## src/rtl/vtg_pkg.sv

```systemverilog
package vtg_pkg;
  localparam int LEN_W  = 16;
  localparam int NUM_EV = 10;
  localparam int EV_VFP_END = 8;
  localparam int EV_IDLE    = 9;

  typedef logic [3:0][LEN_W-1:0] lens_t;

  typedef struct packed {
    logic start;
    logic stop;
    logic continuous;
    logic interlace;
  } vtg_strobe_t;

  typedef struct packed {
    lens_t h;
    lens_t vOdd;
    lens_t vEven;
  } vtg_timing_t;

  // next phase after cur whose length is nonzero, scanning in order with wrap
  function automatic logic [1:0] nextPhase(input lens_t len, input logic [1:0] cur);
    logic [1:0] res;
    logic found;
    res = cur;
    found = 1'b0;
    for (int k = 1; k <= 4; k++) begin
      logic [1:0] idx;
      idx = cur + 2'(k);
      if (!found && len[idx] != '0) begin
        res = idx;
        found = 1'b1;
      end
    end
    return res;
  endfunction

  function automatic logic anyLen(input lens_t len);
    return (len[0] | len[1] | len[2] | len[3]) != '0;
  endfunction
endpackage

```

## src/rtl/vtg_ctrl.sv

```systemverilog
module vtg_ctrl
  import vtg_pkg::*;
#(
  parameter int ADDR_W = 4,
  parameter int DW     = 32
) (
  input  logic              clk,
  input  logic              rstN,
  input  logic              wrEn,
  input  logic [ADDR_W-1:0] addr,
  input  logic [DW-1:0]     wrData,
  output logic [DW-1:0]     rdData,
  input  logic              lineStartIn,
  input  logic              running,
  input  logic [NUM_EV-1:0] events,
  output logic [NUM_EV-1:0] statOut,
  output logic              irq,
  output vtg_strobe_t       strobe,
  output vtg_timing_t       timing
);
  localparam int NUM_REGS = 9;
  localparam int STAT_IDX = 9;
  localparam int MASK_IDX = 8;

  logic [DW-1:0]     regBank [NUM_REGS];
  logic [NUM_EV-1:0] stat;
  logic              doneLatch;
  logic              enAll, waitH, goNow;
  logic              statWr;

  assign statWr = wrEn && (addr == ADDR_W'(STAT_IDX));

  always_ff @(posedge clk) begin
    if (!rstN) begin
      for (int i = 0; i < NUM_REGS; i++) regBank[i] <= '0;
    end else if (wrEn && (addr < ADDR_W'(NUM_REGS))) begin
      regBank[addr] <= wrData;
    end
  end

  // event sets win over a simultaneous clear
  always_ff @(posedge clk) begin
    if (!rstN) stat <= '0;
    else stat <= (stat & ~(statWr ? wrData[NUM_EV-1:0] : '0)) | events;
  end

  assign enAll = regBank[0][0] && regBank[1][0];
  assign waitH = regBank[0][12];

  always_ff @(posedge clk) begin
    if (!rstN) doneLatch <= 1'b0;
    else if (!enAll) doneLatch <= 1'b0;
    else if (events[EV_IDLE]) doneLatch <= 1'b1;
  end

  always_comb begin
    timing.h     = {regBank[3][31:16], regBank[3][15:0], regBank[2][31:16], regBank[2][15:0]};
    timing.vOdd  = {regBank[5][31:16], regBank[5][15:0], regBank[4][31:16], regBank[4][15:0]};
    timing.vEven = {regBank[7][31:16], regBank[7][15:0], regBank[6][31:16], regBank[6][15:0]};
    goNow = enAll && !running && !doneLatch && anyLen(timing.h) && anyLen(timing.vOdd)
            && (!waitH || lineStartIn);
    strobe.start      = goNow;
    strobe.stop       = running && !enAll;
    strobe.continuous = regBank[1][1];
    strobe.interlace  = regBank[1][4];
  end

  always_comb begin
    rdData = '0;
    if (addr == ADDR_W'(STAT_IDX)) rdData = DW'(stat);
    else if (addr < ADDR_W'(NUM_REGS)) rdData = regBank[addr];
  end

  assign statOut = stat;
  assign irq     = |(stat & regBank[MASK_IDX][NUM_EV-1:0]);
endmodule

```

## src/rtl/vtg_datapath.sv

```systemverilog
module vtg_datapath
  import vtg_pkg::*;
(
  input  logic              clk,
  input  logic              rstN,
  input  vtg_strobe_t       strobe,
  input  vtg_timing_t       timing,
  output logic              hsyncOut,
  output logic              vsyncOut,
  output logic              deOut,
  output logic              evenField,
  output logic              running,
  output logic [NUM_EV-1:0] events
);
  logic [1:0]       hPh, vPh, hNxt, vNxt, hFirst;
  logic [LEN_W-1:0] hCnt, vCnt;
  lens_t            vLen, vNext;
  logic             hEnd, lineEnd, vEnd, frameEnd, newField, lineFirst;

  always_comb begin
    vLen      = (evenField && strobe.interlace) ? timing.vEven : timing.vOdd;
    hFirst    = nextPhase(timing.h, 2'd3);
    hNxt      = nextPhase(timing.h, hPh);
    vNxt      = nextPhase(vLen, vPh);
    hEnd      = running && (hCnt == timing.h[hPh] - LEN_W'(1));
    lineEnd   = hEnd && (hNxt <= hPh);
    vEnd      = lineEnd && (vCnt == vLen[vPh] - LEN_W'(1));
    frameEnd  = vEnd && (vNxt <= vPh);
    newField  = strobe.interlace ? !evenField : 1'b0;
    vNext     = newField ? timing.vEven : timing.vOdd;
    lineFirst = running && (hCnt == '0) && (hPh == hFirst);
  end

  genvar gi;
  generate
    for (gi = 0; gi < 4; gi++) begin : g_ev
      assign events[gi]     = running && (hCnt == '0) && (hPh == 2'(gi));
      assign events[4 + gi] = lineFirst && (vCnt == '0) && (vPh == 2'(gi));
    end
  endgenerate
  assign events[EV_VFP_END] = frameEnd;
  assign events[EV_IDLE]    = frameEnd && !strobe.continuous;

  always_ff @(posedge clk) begin
    if (!rstN) begin
      running   <= 1'b0;
      hPh       <= '0;
      vPh       <= '0;
      hCnt      <= '0;
      vCnt      <= '0;
      evenField <= 1'b0;
    end else if (strobe.stop) begin
      running <= 1'b0;
    end else if (!running) begin
      if (strobe.start) begin
        running   <= 1'b1;
        hPh       <= hFirst;
        hCnt      <= '0;
        vPh       <= nextPhase(timing.vOdd, 2'd3);
        vCnt      <= '0;
        evenField <= 1'b0;
      end
    end else begin
      if (hEnd) begin
        hCnt <= '0;
        hPh  <= hNxt;
      end else begin
        hCnt <= hCnt + LEN_W'(1);
      end
      if (lineEnd) begin
        if (vEnd) begin
          vCnt <= '0;
          if (frameEnd) begin
            if (!strobe.continuous) running <= 1'b0;
            evenField <= newField;
            vPh       <= nextPhase(vNext, 2'd3);
          end else begin
            vPh <= vNxt;
          end
        end else begin
          vCnt <= vCnt + LEN_W'(1);
        end
      end
    end
  end

  assign hsyncOut = running && (hPh == 2'd0);
  assign vsyncOut = running && (vPh == 2'd0);
  assign deOut    = running && (hPh == 2'd2) && (vPh == 2'd2);
endmodule

```

## src/rtl/raster_timer.sv

```systemverilog
module raster_timer
  import vtg_pkg::*;
#(
  parameter int ADDR_W = 4
) (
  input  logic              clk,
  input  logic              rstN,
  input  logic              regWrEn,
  input  logic [ADDR_W-1:0] regAddr,
  input  logic [31:0]       regWrData,
  output logic [31:0]       regRdData,
  input  logic              lineStartIn,
  output logic              hsyncOut,
  output logic              vsyncOut,
  output logic              deOut,
  output logic              evenFieldOut,
  output logic              irqOut
);
  vtg_strobe_t       strobe;
  vtg_timing_t       timing;
  logic              running;
  logic [NUM_EV-1:0] events;
  logic [NUM_EV-1:0] statBus;

  vtg_ctrl #(.ADDR_W(ADDR_W), .DW(32)) u_ctrl (
    .clk(clk), .rstN(rstN), .wrEn(regWrEn), .addr(regAddr), .wrData(regWrData),
    .rdData(regRdData), .lineStartIn(lineStartIn), .running(running), .events(events),
    .statOut(statBus), .irq(irqOut), .strobe(strobe), .timing(timing)
  );

  vtg_datapath u_dp (
    .clk(clk), .rstN(rstN), .strobe(strobe), .timing(timing),
    .hsyncOut(hsyncOut), .vsyncOut(vsyncOut), .deOut(deOut),
    .evenField(evenFieldOut), .running(running), .events(events)
  );
endmodule

```

## config.mk

```make
export PLATFORM = sky130hd
export DESIGN_NAME = raster_timer
export DESIGN_NICKNAME = d
export VERILOG_FILES = /design/src/rtl/vtg_pkg.sv /design/src/rtl/vtg_ctrl.sv /design/src/rtl/vtg_datapath.sv /design/src/rtl/raster_timer.sv
export SDC_FILE = /design/constraint.sdc
export NUM_CORES = 1
export LEC_CHECK = 0
export CAP_MARGIN = 20
export CORE_UTILIZATION = 63
export CTS_BUF_LIST = sky130_fd_sc_hd__clkbuf_4 sky130_fd_sc_hd__clkbuf_8
export DETAILED_ROUTE_END_ITERATION = 12
export GPL_TIMING_DRIVEN = 0
export PLACE_DENSITY_LB_ADDON = 0.15
export SLEW_MARGIN = 25
export SYNTH_ARGS = -nofsm -noshare
export SYNTH_HDL_FRONTEND = slang
export SYNTH_HIERARCHICAL = 1
export SYNTH_SLANG_ARGS = --single-unit
```

## constraint.sdc

```tcl
create_clock -name clk -period 6.4 [get_ports clk]
set_input_delay 1.92 -clock clk [delete_from_list [all_inputs] [get_ports clk]]
set_output_delay 1.92 -clock clk [all_outputs]
set_load 0.02 [all_outputs]
```

# Word level (Yosys, flattened, before mapping)
# Memories as Yosys holds them, arrays and structs flattened.
# Cells that the tools add are included.
[word_totals] register_bits=49 n_memories=1 mem_bits_ro=0 out_inout_bits=37 mem_bits_rw=288 elab_cells=278 latch_bits=0
[mem_list] name="u_ctrl.regBank" depth=9 word_bits=32 rd=10 rd_clocked_by_memory_dff=0 wr=9 line_no="vtg_ctrl.sv:25" rtl="logic [DW-1:0] regBank [NUM_REGS];"
[classes] n_addsub=10 n_mul=0 n_reduce_logical=103 magnitude_cmp=11 bitwise=12 mux=119 shift=0 div=0 eq_ne=14
[op_table] op="16-bit nonzero test" n=22
[op_table] op="16-bit binary-select mux with 2-bit select" n=8
[op_table] op="16-bit 2-to-1 mux" n=14
[op_table] op="64-bit 2-to-1 mux" n=2
[op_table] op="32-bit 2-to-1 mux" n=3
[op_table] op="16-bit bitwise OR" n=6
[op_table] op="1-bit 2-to-1 mux" n=62
[op_table] op="2-bit 2-to-1 mux" n=28
[op_table] op="1-bit logical AND" n=45
[op_table] op="16-bit by 1-bit adder with 16-bit output (second input constant)" n=2
[op_table] op="16-bit == test" n=2
[op_table] op="16-bit logical NOT" n=2
[op_table] op="32-bit OR reduction" n=1
[op_table] op="16-bit by 1-bit subtractor with 16-bit output (second input constant)" n=2
[op_table] op="2-bit by 3-bit < comparator with 1-bit output (second input constant)" n=8
[op_table] op="1-bit logical NOT" n=21
[op_table] op="10-bit AND" n=2
[op_table] op="10-bit 2-to-1 mux" n=1
[op_table] op="10-bit NOT" n=1
[op_table] op="10-bit bitwise OR" n=1
[op_table] op="10-bit OR reduction" n=1
[op_table] op="2-bit adder (second input constant)" n=4
[op_table] op="2-bit == test (second input constant)" n=4
[op_table] op="2-bit != test (second input constant)" n=4
[op_table] op="16 further kinds" n=23

# Depth between registers and ports, before layout
[logic_depth] word_depth=49 depth_mapped=23 ltp_nobuf=18

# Modules after synthesis
# The synthesis kept the hierarchy.
[modules_own_cells] module="vtg_ctrl" seq_area_each_um2=8868.5 cells_each=916 n_inst=1 area_per_inst_um2=13688.1
[modules_own_cells] module="vtg_datapath" seq_area_each_um2=760.7 cells_each=734 n_inst=1 area_per_inst_um2=5972.0

# Least setup slack after synthesis
# No wires, ideal clock.
[synth_timing] kind="input to register" start="input regAddr[2]" end="memory u_ctrl.regBank[2][0] (enable)" cell_stages=4 arrival_time_ns=4.872 required_ns=5.934 setup_time_ns=0.466 n_path_buf=2 setup_slack_ns=1.062 cell_sequence="buf_6 > or3_1 > buf_4 > o21ai_0"
[synth_rtl] item="from (decl)" line_no="raster_timer.sv:9" rtl="input logic [ADDR_W-1:0] regAddr,"
[synth_rtl] item="to (decl)" line_no="vtg_ctrl.sv:25"

# Final worst setup path
[layout_timing] start="input regAddr[3]" end="output regRdData[16]"
[layout_via] elab_chain_len=3 word_cells_on_any_way=5 classes_between="1 x order compare; 1 x eq/ne; 2 x mux; 1 x memory"
[layout_rtl] item="memory read 9 x 32 bit / 4-bit < comparator (equally long branches)"
[layout_rtl] item="32-bit 2-to-1 mux" line_no="vtg_ctrl.sv:71" rtl="else if (addr < ADDR_W'(NUM_REGS)) rdData = regBank[addr];"
[layout_rtl] item="32-bit 2-to-1 mux *" line_no="vtg_ctrl.sv:70" rtl="if (addr == ADDR_W'(STAT_IDX)) rdData = DW'(stat);"
[layout_rtl] item="to (decl)" line_no="raster_timer.sv:11" rtl="output logic [31:0] regRdData,"
# Every way passes the cells marked *; elsewhere a longest branch is shown, timed or not.

==> run summary <==
Sequential cells account for 48.7% of the total power. The critical path is of the primary input to primary output type. The count of input and output buffers came out at 73. The via count of the first global-routing pass was 15,000. The share of the synthesized area in compound gates (AO/OA/AOI/OAI) was 8.48%. The post-synthesis net count was 1,708; the share of total power in the clock network was 35.5%.

0 antenna diodes ended up in the layout. The layout has 2,060 filler cells. The final critical path takes up 99.7% of the cycle. Setup violations remaining at the end of the flow were counted as 0.

In this run the tightest slew margin relative to its limit is 44.2%. The clock passes through at most 3 buffers. The leading register cell type out of synthesis is edfxtp_1. From synthesis to final layout, the design area changed by 13.7%.

The tools report the cell at the root of the clock tree as clkbuf_8. The tools report the worst ir drop on vdd as 317 uV. Starting utilization of the core area: 64.1%. The row count came out at 64. In the final layout, the multi-input gates occupy 0.00951 mm2.

After technology mapping, the gate count stands at 1,650. Dividing the detail-routed wire length by the instance count gives 29.9 um. Die boundary height: 179 um. STA classifies the critical path endpoint as a primary output. The number of detailed-routing iterations run before antenna repair is 8, and the simple-gate share of the synthesized area is 21.4%. For the fmax, the log shows 157 MHz. The worst register-to-register path has a setup slack of 0.38 ns.

In this run the worst hold path is classified as register to register. The logs give 2,365 for the detailed router's first-iteration violation count and 0 for the max-cap violation count. The number of placed instances, taps included, is 2,130. The synthesized design contains 288 enable-type register cells.

Clock tree synthesis found a total of 337 sinks. The design draws 5.42 mW. The clock slew at the register clock pins of the worst setup and hold paths is 0.06 ns. In this run the critical register-to-register path is launched from u_ctrl/regBank[1][4]$_SDFFCE_PN0P_. At the end of routability-driven placement, the weighted congestion stood at 1.03. The number of levels the H-tree was split into came out at 2. STA classifies the critical path startpoint as a primary input.

The internal power contribution was 3.90 mW; the area of the mapped netlist was 0.0197 mm2. Subtracting the final worst setup slack from the clock period gives 6.38 ns. The post-synthesis mux area share was 13.8%. The first global-routing pass estimated 95,900 um of wire. The net count of the finished layout is 1,848, and the count of unresolved DRC violations after routing is 0. The sequential cell area fraction in the yosys report is 49.0%. The tools report the number of pins exceeding their max-slew limit in the final report as 0. After detailed routing, the number of vias per cell comes to 7.11. The floorplan die width was 179 um. In this run the worst setup path begins at regAddr[3]. Total power per unit cell area: 242 mW/mm2. Entering global routing, the biggest net connects 24 pins. The finished layout holds 2,224 standard cells, fillers aside. STA puts the critical path data required time at 4.48 ns.

In this run, synthesis produced a sequential element count of 337. TritonCTS built the clock tree. After synthesis, the largest family of logic cells by area is simple AND/OR/NAND/NOR gates.

The cell type contributing the most total cell area after synthesis is edfxtp_1. The count of antenna-violating nets left after detailed routing is 0, and the final routed wirelength across all metal layers is 66,600 um. The number of clock buffers added by TritonCTS is 54.

The total number of yosys warnings was 6; the mean area per synthesized cell was 11.9 um2. Full die area: 0.0319 mm2. The number of failing hold endpoints at the final stage is 0, and the HPWL after detailed placement is 50,400 um. Summing all flip-flop and latch instances after layout gives 0.00963 mm2.

The startpoint identified for the worst hold timing path is u_dp/hCnt[1]$_SDFFE_PN0P_. The run gives 7.69 nW as the leakage power. The post-synthesis share of cell area spent on full adders, half adders and majority gates was 1.15%; the detailed-route via count was 15,800. The fraction of synthesis flops using an asynchronous set or reset pin came out at 0%. At the later pin of the worst-skew pair, clock insertion delay measures 0.64 ns.

STA puts the critical path data arrival time at 4.46 ns. For this run, the total global-route usage over all layers was measured as 42.4%. Cells with a size suffix above 1 make up 16.3% of the layout. Setup repair after global routing could not meet its margin everywhere. For the final routed database, the setup TNS stands at 0 ns.

After synthesis, the largest area contributor takes up 44.0% of total cell area. For the worst clock skew on the final layout, the log shows 0.0478 ns. The overflow left after global routing is 0, and the highest fanout seen on the critical path is 10. In the post-synthesis netlist, the biggest area contributors are edfxtp_1, mux4_2, and2_1. In this run, distinct cell masters in the synthesized netlist total 85.

The core region is 0.0307 mm2. The initial antenna violation count came out at 0. At the pin with the least slew margin, the transition time is 0.829 ns.

Combinational logic burns 15.8% of the power. The run gives 77 as the number of primary I/O pins. Summed over all nets, the switching power comes to 1.52 mW.

The run finished with clean final reports. Summing the areas of all xor and xnor instances in the mapped netlist gives 3.19% of the synthesized area. In this run switching power makes up 28.0% of total power.
## logic make-up (layout without fill, tap and decap cells)
logic type / count (synthesis) / in the layout
simple gates: 719 / 719
compound gates: 240 / 240
buf+inv: 129 / 307
fa+ha+maj: 18 / 18
flops: 337 / 337
mux: 137 / 137
xor+xnor: 70 / 70
## layout by cell type (no fill, tap or decap), types with 29 or more instances in the layout
master	synthesis	layout
nand2_1	66	66
clkbuf_8	0	58
a211oi_1	30	30
xnor2_1	36	36
mux4_2	105	105
nor4_1	85	84
xor2_1	33	33
nand4_1	29	29
and3_1	32	32
dfxtp_1	49	49
clkdlybuf4s50_1	0	73
nor2_1	89	89
a22oi_1	46	46
o21ai_0	53	40
edfxtp_1	288	288
clkbuf_1	57	51
and2_1	308	308
## metal layers
metal | wire length [um] | share of wire (%) | vias to the layer above | track usage [%]
met3 | 9040 | 14 | 194 | 10.4
met2 | 29300 | 44 | 1292 | 63.1
met5 | 0 | 0 | - | 0
met1 | 25400 | 38 | 7707 | 60.0
li1 | - | - | 6616 | -
met4 | 2870 | 4.3 | 0 | 16.8
## power by group through the flow
stage | Clock (mW) | Sequential, mW | Combinational, mW
6_report | 1.93 | 2.64 | 0.856
5_1_grt | 2.02 | 2.64 | 0.888
4_1_cts | 1.94 | 2.63 | 0.829
3_5_place_dp | 0 | 2.67 | 0.823
3_3_place_gp | 0 | 2.68 | 0.786
2_1_floorplan | 0 | 2.61 | 0.512
## per-stage QoR
stage	hold WS (ns)	setup WS, ns	util [%]	cell area [um2]
floorplan	0.472	1.06	-	19700
global placement	0.499	-1.37	68.1	20900
detailed placement	0.518	-0.0542	69.2	21200
CTS	0.529	0.0407	72.8	22300
global route	0.559	-0.00272	72.9	22400
finish	0.527	0.0199	72.9	22400
## cell usage after synthesis (12+ instances only)
cell      instances
a211oi_1         30
a21oi_1          24
a22oi_1          46
and2_1          308
and3_1           32
buf_2            17
clkbuf_1         57
clkbuf_2         12
dfxtp_1          49
edfxtp_1        288
ha_1             18
inv_1            19
mux2i_1          21
mux4_2          105
nand2_1          66
nand3_1          20
nand4_1          29
nor2_1           89
nor3_1           18
nor4_1           85
o21a_1           12
o21ai_0          53
xnor2_1          36
xor2_1           33
## sequential cells by signal, summed over array words and instances (netlist names)
| signal | cells |
|---|---|
| u_dp/running | 1 |
| u_ctrl/statOut | 10 |
| u_dp/evenField | 1 |
| u_dp/hCnt | 16 |
| u_dp/vCnt | 16 |
| u_ctrl/regBank | 288 |
| u_ctrl/doneLatch | 1 |
| u_dp/hPh | 2 |
| u_dp/vPh | 2 |
## worst max-delay path, stage by stage
cell and delay, ns:
clkdlybuf4s50_1 0.60, inv_2 0.15, nor3_4 0.26, clkbuf_2 0.31
a22oi_1 0.13, o21ai_0 0.39, clkdlybuf4s50_1 0.69
## worst paths after layout
path / to / depth (start not counted)
setup / recovery: regRdData[16] / 7
hold / removal: u_dp/hCnt[1]$_SDFFE_PN0P_ / 2
setup reg to reg: u_dp/vPh[1]$_SDFFE_PN0P_ / 23
hold reg to reg: u_dp/hCnt[1]$_SDFFE_PN0P_ / 2
## timing repair
item | in CTS | in global routing
setup buffers | 0 | 0
gates resized for setup | 5 | 11
hold endpoints to repair | 0 | 0
setup endpoints to repair | 23 | 19
hold buffers | 0 | 0
## layout make-up
class	count	area share (%)
buffer	106	2.37
clock buffer	75	4.14
clock inverter	19	0.806
multi-input combinational	1184	42.6
timing repair buffer	84	4.44
tap	396	2.22
inverter	23	0.386
sequential	337	43.1
Power figures use the tool's default switching activity.
